===== config.mk =====
export PLATFORM = sky130hd
export DESIGN_NAME = dual_countdown_timer
export DESIGN_NICKNAME = d
export VERILOG_FILES = /design/src/rtl/dual_countdown_timer.sv
export SDC_FILE = /design/constraint.sdc
export NUM_CORES = 1
export LEC_CHECK = 0
export ABC_AREA = 1
export BUFFER_PORTS_ARGS = -buffer_cell sky130_fd_sc_hd__buf_2
export CELL_PAD_IN_SITES_DETAIL_PLACEMENT = 1
export CELL_PAD_IN_SITES_GLOBAL_PLACEMENT = 1
export CORE_ASPECT_RATIO = 1.75
export CORE_MARGIN = 8
export CORE_UTILIZATION = 43
export DETAILED_ROUTE_END_ITERATION = 16
export PLACE_DENSITY = 0.8
export RECOVER_POWER = 50
export SYNTH_ARGS = -nofsm -noshare
export SYNTH_HDL_FRONTEND = slang
export SYNTH_SLANG_ARGS = --single-unit

===== constraint.sdc =====
create_clock -name clk -period 2.4 [get_ports clk]
set_input_delay 0.36 -clock clk [delete_from_list [all_inputs] [get_ports clk]]
set_output_delay 0.36 -clock clk [all_outputs]
set_load 0.005 [all_outputs]

===== src/rtl/dual_countdown_timer.sv =====
module dual_countdown_timer #(
  parameter int CNT_W = 32,
  parameter int AW    = 7
) (
  input  logic        clk,
  input  logic        rst_n,
  input  logic [AW-1:0] bus_addr,
  input  logic        bus_we,
  input  logic [31:0] bus_wdata,
  output logic [31:0] bus_rdata,
  input  logic [3:0]  tick_en,
  output logic        irq
);
  localparam logic [AW-1:0] A_MASK = AW'(7'h48);
  localparam logic [AW-1:0] A_ACK  = AW'(7'h4C);
  localparam logic [AW-1:0] A_STAT = AW'(7'h54);

  logic [CNT_W-1:0] div_q [2];
  logic [CNT_W-1:0] cnt_q [2];
  logic [3:0]       ctrl_q [2];
  logic [1:0] run_q, pend_q, mask_q;
  logic [1:0] wr_div, wr_ctrl, adv, hit;

  always_comb begin
    for (int i = 0; i < 2; i++) begin
      wr_div[i]  = bus_we && (bus_addr == AW'(16 * i));
      wr_ctrl[i] = bus_we && (bus_addr == AW'(16 * i + 8));
      adv[i]     = run_q[i] && ctrl_q[i][2] && tick_en[ctrl_q[i][1:0]];
      hit[i]     = adv[i] && !wr_ctrl[i] && (cnt_q[i] <= CNT_W'(1));
    end
  end

  wire       ack_wr  = bus_we && (bus_addr == A_ACK);
  wire [1:0] ack_bits = ack_wr ? bus_wdata[1:0] : 2'b00;

  always_ff @(posedge clk or negedge rst_n) begin
    if (!rst_n) begin
      for (int i = 0; i < 2; i++) begin
        div_q[i]  <= '0;
        cnt_q[i]  <= '0;
        ctrl_q[i] <= '0;
      end
      run_q  <= '0;
      pend_q <= '0;
      mask_q <= '0;
    end else begin
      for (int i = 0; i < 2; i++) begin
        if (wr_div[i]) div_q[i] <= bus_wdata[CNT_W-1:0];
        if (wr_ctrl[i]) begin
          ctrl_q[i] <= bus_wdata[3:0];
          cnt_q[i]  <= div_q[i];
          run_q[i]  <= 1'b1;
        end else if (adv[i]) begin
          if (cnt_q[i] <= CNT_W'(1)) begin
            cnt_q[i] <= ctrl_q[i][3] ? '0 : div_q[i];
            if (ctrl_q[i][3]) run_q[i] <= 1'b0;
          end else begin
            cnt_q[i] <= cnt_q[i] - CNT_W'(1);
          end
        end
      end
      if (bus_we && bus_addr == A_MASK) mask_q <= bus_wdata[1:0];
      pend_q <= (pend_q & ~ack_bits) | hit;
    end
  end

  wire [1:0] masked = pend_q & mask_q;
  assign irq = |masked;

  always_comb begin
    case (bus_addr)
      AW'(7'h00): bus_rdata = 32'(div_q[0]);
      AW'(7'h04): bus_rdata = 32'(cnt_q[0]);
      AW'(7'h08): bus_rdata = {28'd0, ctrl_q[0]};
      AW'(7'h10): bus_rdata = 32'(div_q[1]);
      AW'(7'h14): bus_rdata = 32'(cnt_q[1]);
      AW'(7'h18): bus_rdata = {28'd0, ctrl_q[1]};
      A_MASK:     bus_rdata = {30'd0, mask_q};
      A_STAT:     bus_rdata = {30'd0, masked};
      default:    bus_rdata = 32'd0;
    endcase
  end
endmodule



==> flow_summary.ini, run 1 <==
[run_status]
status = complete, but fails checks
failed_checks = capacitance limit, slew limit

[finish]
fillCellCount = 3054
layout.nets = 1647
layout_commonest_cell = nand2_1
multi_input_area_mm2 = 0.00493
final_cells = 1907
drive_gt1_share_pct = 11.9
layout_common_cells = nand2_1 (501), inv_1 (208), nor2_1 (177), o21ai_0 (165), dfrtp_1 (142)
syn2layout_area_growth_pct = 17.4
seqCellArea_mm2 = 0.00355

[synth]
synth_warnings = 0
synth_seq_area_share_pct = 37.2
syn_area_mm2 = 0.00956
synth_nets = 1544
synthCells = 1494
synth_area_leaders = dfrtp_1 (37%), nand2_1 (20%), o21ai_0 (8.6%)
ys_ff_latch = 142
synth_top_area_share_pct = 37.2
yosysTopAreaCell = dfrtp_1
yosysUniqueCellTypes = 32
avgSynthCellArea_um2 = 6.40

[global_route]
grt.total_usage_pct = 29.1
grt_pass1_wl_um = 60200
grt_max_degree = 65
antenna_found_initial = 1
grt_overflow = 0
grt_pass1_vias = 11000

[floorplanning]
coreArea_mm2 = 0.0220
ios = 79
num_rows = 72
start_util_pct = 43.5
die_w_um = 129
die_area_mm2 = 0.0274
die_h_um = 213

[timing]
setup_viol = 0
fmax_mhz = 436
whs_ns = 0.178
fin_tns_setup_ns = 0
fin_worst_skew_ns = 0.00771
rsz0062_at_grt = no
fin_crit_sh_pct = 95.6
worst_pin_slew_ns = 1.64
final.setup.worst_slack_ns = 0.106
min_period_ns = 2.29
final_hold_viol_count = 0
slew_viol_final = 29
slew_headroom_pct = -9.29

[routing]
routed_wl_um = 38600
drt_iter0_markers = 549
postRouteAntennaNets = 0
drc = 0
vias = 10400
wire_per_inst_um = 20.2
viasPerCell = 5.45
first_pass_iters = 4

[hold_path]
min_path_type = primary input to flop

[clocking]
clockBufferDepth = 2
h-tree-depth = 4
root_buffer = clkbuf_16
cts_tree = built
cts_sinks = 142
clock_latency_ns = 0.45
postCtsSetupBuffers = 0
cts_buffers = 17
clk_pin_slew_ns = 0.07

[placement]
gp_congestion = 0.969
port_buffers = 78
dpl_worst_slack_ns = 0.0169
hpwl_um = 30700
place_inst = 1873

[job]
cap_viol_max_count = 1

[pwr]
p_int_mw = 5.57
switching_power_mw = 3.83
p_per_area_mw_per_mm2 = 838
power_frac_clock_pct = 29.9
leakagePower_nw = 5.66
total_power_mw = 9.40
p_seq_share_pct = 37.2
p_sw_share_pct = 40.8
combPwrFrac_pct = 33.0
vdd_ir_drop_max_mv = 0.468

[worst_setup_path]
end_kind = flop
cp.required_ns = 2.78
worstPathArrival_ns = 2.68
cp_max_fo = 19
worstSetupPathType = flop to flop
worst_setup_path_start_kind = flop
metrics by stage:
step | utilization [%] | area (um2)
after detailed placement | 48.4 | 10600
after CTS | 51.2 | 11300
after global placement | 48.4 | 10600
final | 51.1 | 11200
after floorplan | - | 9560
after global routing | 51.1 | 11200
layout make-up:
| cell class | count | share of cell area (%) |
|---|---|---|
| Antenna cell | 1 | 0.0223 |
| Clock buffer | 19 | 3.95 |
| Clock inverter | 13 | 1.47 |
| Inverter | 216 | 7.26 |
| Multi-Input combinational cell | 1086 | 44.0 |
| Sequential cell | 142 | 31.7 |
| Tap cell | 296 | 3.30 |
| Timing Repair Buffer | 134 | 8.37 |
critical path: stages (launching register included):
cell and delay [ns]:
dfrtp_1 0.40, inv_2 0.10, nor2_1 0.05, o21ai_1 0.30, nand2_1 0.24, nor2_4 0.45
nand2_2 0.13, buf_12 0.18, or2_2 0.28, nand3b_1 0.08
routing by layer:
layer	track usage [%]	vias up	share of wire (%)	wire (um)
li1	-	4905	-	-
met3	3.30	102	3.2	1230
met2	51.6	260	52	20300
met1	32.0	5120	38	14800
met5	0	-	0	0
met4	19.3	0	6.0	2300
cell families after synthesis:
family	share of synthesized area, %
adder cells (fa/ha/maj)	0.524
AND/OR/NAND/NOR	34.5
XOR/XNOR	2.84
AO/OA/AOI/OAI	13.8
buffers and inverters	11.1
flip-flops	37.2
state kept, by name, summed over array words and instances, names as in the netlist:
register	flops
run_q	2
cnt_q	64
ctrl_q	8
mask_q	2
div_q	64
pend_q	2
final timing paths:
kind                         startpoint   endpoint  slack, ns  depth (start not counted)
max                           ctrl_q[4]  cnt_q[33]       0.11                          9
min                        bus_wdata[0]  mask_q[0]       0.18                          3
min in group asynchronous         rst_n  div_q[61]       0.87                          2
max in group asynchronous         rst_n  cnt_q[21]       0.31                          3
min reg2reg                    div_q[4]   div_q[4]       0.49                          2
max reg2reg                   ctrl_q[4]  cnt_q[33]       0.11                          9
repair_timing:
item / 4_1_cts / 5_1_grt
hold endpoints to repair: 23 / 0
gates resized for setup: 0 / 4
hold buffers: 1 / 0
setup endpoints to repair: 0 / 26
power by group through the flow:
| stage | clock (mW) | combinational [mW] | sequential [mW] |
|---|---|---|---|
| 4_1_cts | 2.83 | 3.10 | 3.48 |
| 6_report | 2.81 | 3.10 | 3.49 |
| 5_1_grt | 2.92 | 3.48 | 3.55 |
| 3_5_place_dp | 0 | 3.06 | 3.51 |
| 3_3_place_gp | 0 | 2.95 | 3.49 |
| 2_1_floorplan | 0 | 2.00 | 3.28 |
cells in the mapped netlist (all sizes together):
master,count
nand4,14
o2bb2ai,1
nand3b,5
a21oi,24
dfrtp,142
nand2,510
o21ai,178
o2111ai,10
xor2,31
ha,4
nor3,5
clkbuf,23
o22ai,31
clkinv,2
inv,214
o211ai,1
buf,27
or2,1
nor2,186
and2,1
nand3,84
Power figures use the tool's default switching activity.
==> run 2: changes to the inputs <==
--- a/config.mk
+++ b/config.mk
@@ -11,9 +11,9 @@
 export CELL_PAD_IN_SITES_GLOBAL_PLACEMENT = 1
 export CORE_ASPECT_RATIO = 1.75
 export CORE_MARGIN = 8
-export CORE_UTILIZATION = 43
+export CORE_UTILIZATION = 46
 export DETAILED_ROUTE_END_ITERATION = 16
-export PLACE_DENSITY = 0.8
+export PLACE_DENSITY = 0.85
 export RECOVER_POWER = 50
 export SYNTH_ARGS = -nofsm -noshare
 export SYNTH_HDL_FRONTEND = slang
==> constraint.sdc (replaced) <==
create_clock -name clk -period 2.9 [get_ports clk]
set_input_delay 0.435 -clock clk [delete_from_list [all_inputs] [get_ports clk]]
set_output_delay 0.435 -clock clk [all_outputs]
set_load 0.005 [all_outputs]
==> flow_summary.ini, run 2 (same netlist as run 1, synthesis figures left out) <==
[worst_setup_path]
cp.required_ns = 3.22
max_stage_delay_ns = 0.79
crit_buf_inv = 5
cp_max_fo = 26
cp.depth = 12
reg2reg_depth = 11
timing.critical_path.mode_cell = nand2_1
slowest_stage = nor2_1
worstSetupPathType = primary input to flop
end_kind = flop
worst_setup_path_start_kind = primary input
crit_chain = clkbuf_1 -> inv_1 -> nand2_1 -> nor2_1 -> nand2_2 -> nor2_1 -> clkinv_1 -> nand2_1 -> buf_12 -> o22ai_1 -> inv_1 -> nand2_1
worstPathArrival_ns = 2.94
crit_family = simple AND/OR/NAND/NOR gates

[clocking]
clk_pin_slew_ns = 0.06
cts_sinks = 142
postCtsSetupBuffers = 0
cts_resized = 0
h-tree-depth = 4
clock_latency_ns = 0.43
clockBufferDepth = 2
cts_hold_buf = 0
cts_buffers = 17
cts_tree = built
root_buffer = clkbuf_16

[floorplanning]
die_w_um = 125
num_rows = 70
die_area_mm2 = 0.0258
ios = 79
die_h_um = 207
start_util_pct = 46.2
coreArea_mm2 = 0.0207

[run_status]
failed_checks = capacitance limit, slew limit
status = complete, but fails checks

[pwr]
leakagePower_nw = 5.43
vdd_ir_drop_max_mv = 0.576
p_per_area_mw_per_mm2 = 691

[routing]
vias = 10400
viasPerCell = 5.65
drt-met1-wl_um = 14800
wl_met3_um = 1360
drc = 0
dr_wl_met2_um = 19500
first_pass_iters = 6
routed.top_layer = met4
wire_per_inst_um = 20.9
routed_wl_um = 38300
postRouteAntennaNets = 0
drt_iter0_markers = 661

[global_route]
grt_pass1_vias = 11000
antenna_found_initial = 0
grt_max_degree = 65
grt_overflow = 0
grt.total_usage_pct = 30.3
grt_pass1_wl_um = 60100

[timing]
final_hold_viol_count = 0
slew_headroom_pct = -8.28
min_period_ns = 2.62
setup_viol = 0
fin_worst_skew_ns = 0.00614
worst_pin_slew_ns = 1.62
final.setup.worst_slack_ns = 0.276
fmax_mhz = 381
fin_tns_setup_ns = 0
slew_viol_final = 62
rsz0062_at_grt = no
fin_crit_sh_pct = 90.5

[placement]
place_area_mm2 = 0.0103
hpwl_um = 29700
gp_congestion = 0.973
dpl_worst_slack_ns = 0.286
port_buffers = 78
place_inst = 1803

[finish]
fillCellCount = 2876
seqCellArea_mm2 = 0.00355
multi_input_area_mm2 = 0.00491
utilization_pct = 51.9
final_cell_area_mm2 = 0.0107
drive_gt1_share_pct = 9.50
final_cells = 1831
layout_common_cells = nand2_1 (502), inv_1 (209), nor2_1 (178), o21ai_0 (165), dfrtp_1 (142)
layout.nets = 1620
reg_top3 = cnt_q x64, div_q x64, ctrl_q x8
diodes = 0
layout_commonest_cell = nand2_1
syn2layout_area_growth_pct = 12.3

[hold_path]
min_path_type = primary input to flop
whs_path_depth = 3

[job]
cap_viol_max_count = 1
run 2: power by group:
part	total (mW)	switching, mW	internal (mW)
clock network	2.05	0.850	1.20
logic	2.43	1.65	0.774
registers	2.93	0.555	2.38
run 2: final cells by class:
class / count / area share (%)
Clock buffer: 21 / 4.29
Clock inverter: 7 / 0.630
Inverter: 216 / 7.56
Multi-Input combinational cell: 1086 / 45.8
Sequential cell: 142 / 33.1
Tap cell: 252 / 2.94
Timing Repair Buffer: 107 / 5.66
run 2: layer usage:
layer	global-route usage, %	vias up
met4	20.9	0
met2	54.4	317
li1	-	4842
met5	0	-
met3	3.50	118
met1	33.1	5076
run 2: path summary, 6_finish.rpt:
check | from | endpoint | slack (ns)
hold reg to reg | div_q[6] | div_q[6] | 0.49
setup / recovery | bus_addr[2] | cnt_q[13] | 0.28
hold / removal | bus_wdata[0] | ctrl_q[4] | 0.27
max in group asynchronous | rst_n | div_q[22] | 0.83
setup reg to reg | cnt_q[0] | cnt_q[16] | 0.39
min in group asynchronous | rst_n | div_q[60] | 0.40
run 2: worst register-to-register path, cell delays in order, from the launching register on:
cell	delay [ns]
dfrtp_1	0.37
inv_1	0.11
ha_1	0.29
nand2_2	0.13
nor2_4	0.07
and2_1	0.17
o21ai_1	0.71
buf_4	0.34
nand2_1	0.08
nand2_1	0.07
nand2_1	0.05
nand2_1	0.06
run 2: through the flow:
stage | total power [mW] | hold slack (ns)
6_report | 7.41 | 0.275
5_1_grt | 7.84 | 0.280
4_1_cts | 7.42 | 0.00703
3_5_place_dp | 5.32 | 0.466
3_3_place_gp | 5.20 | 0.463
2_1_floorplan | 4.36 | 0.139
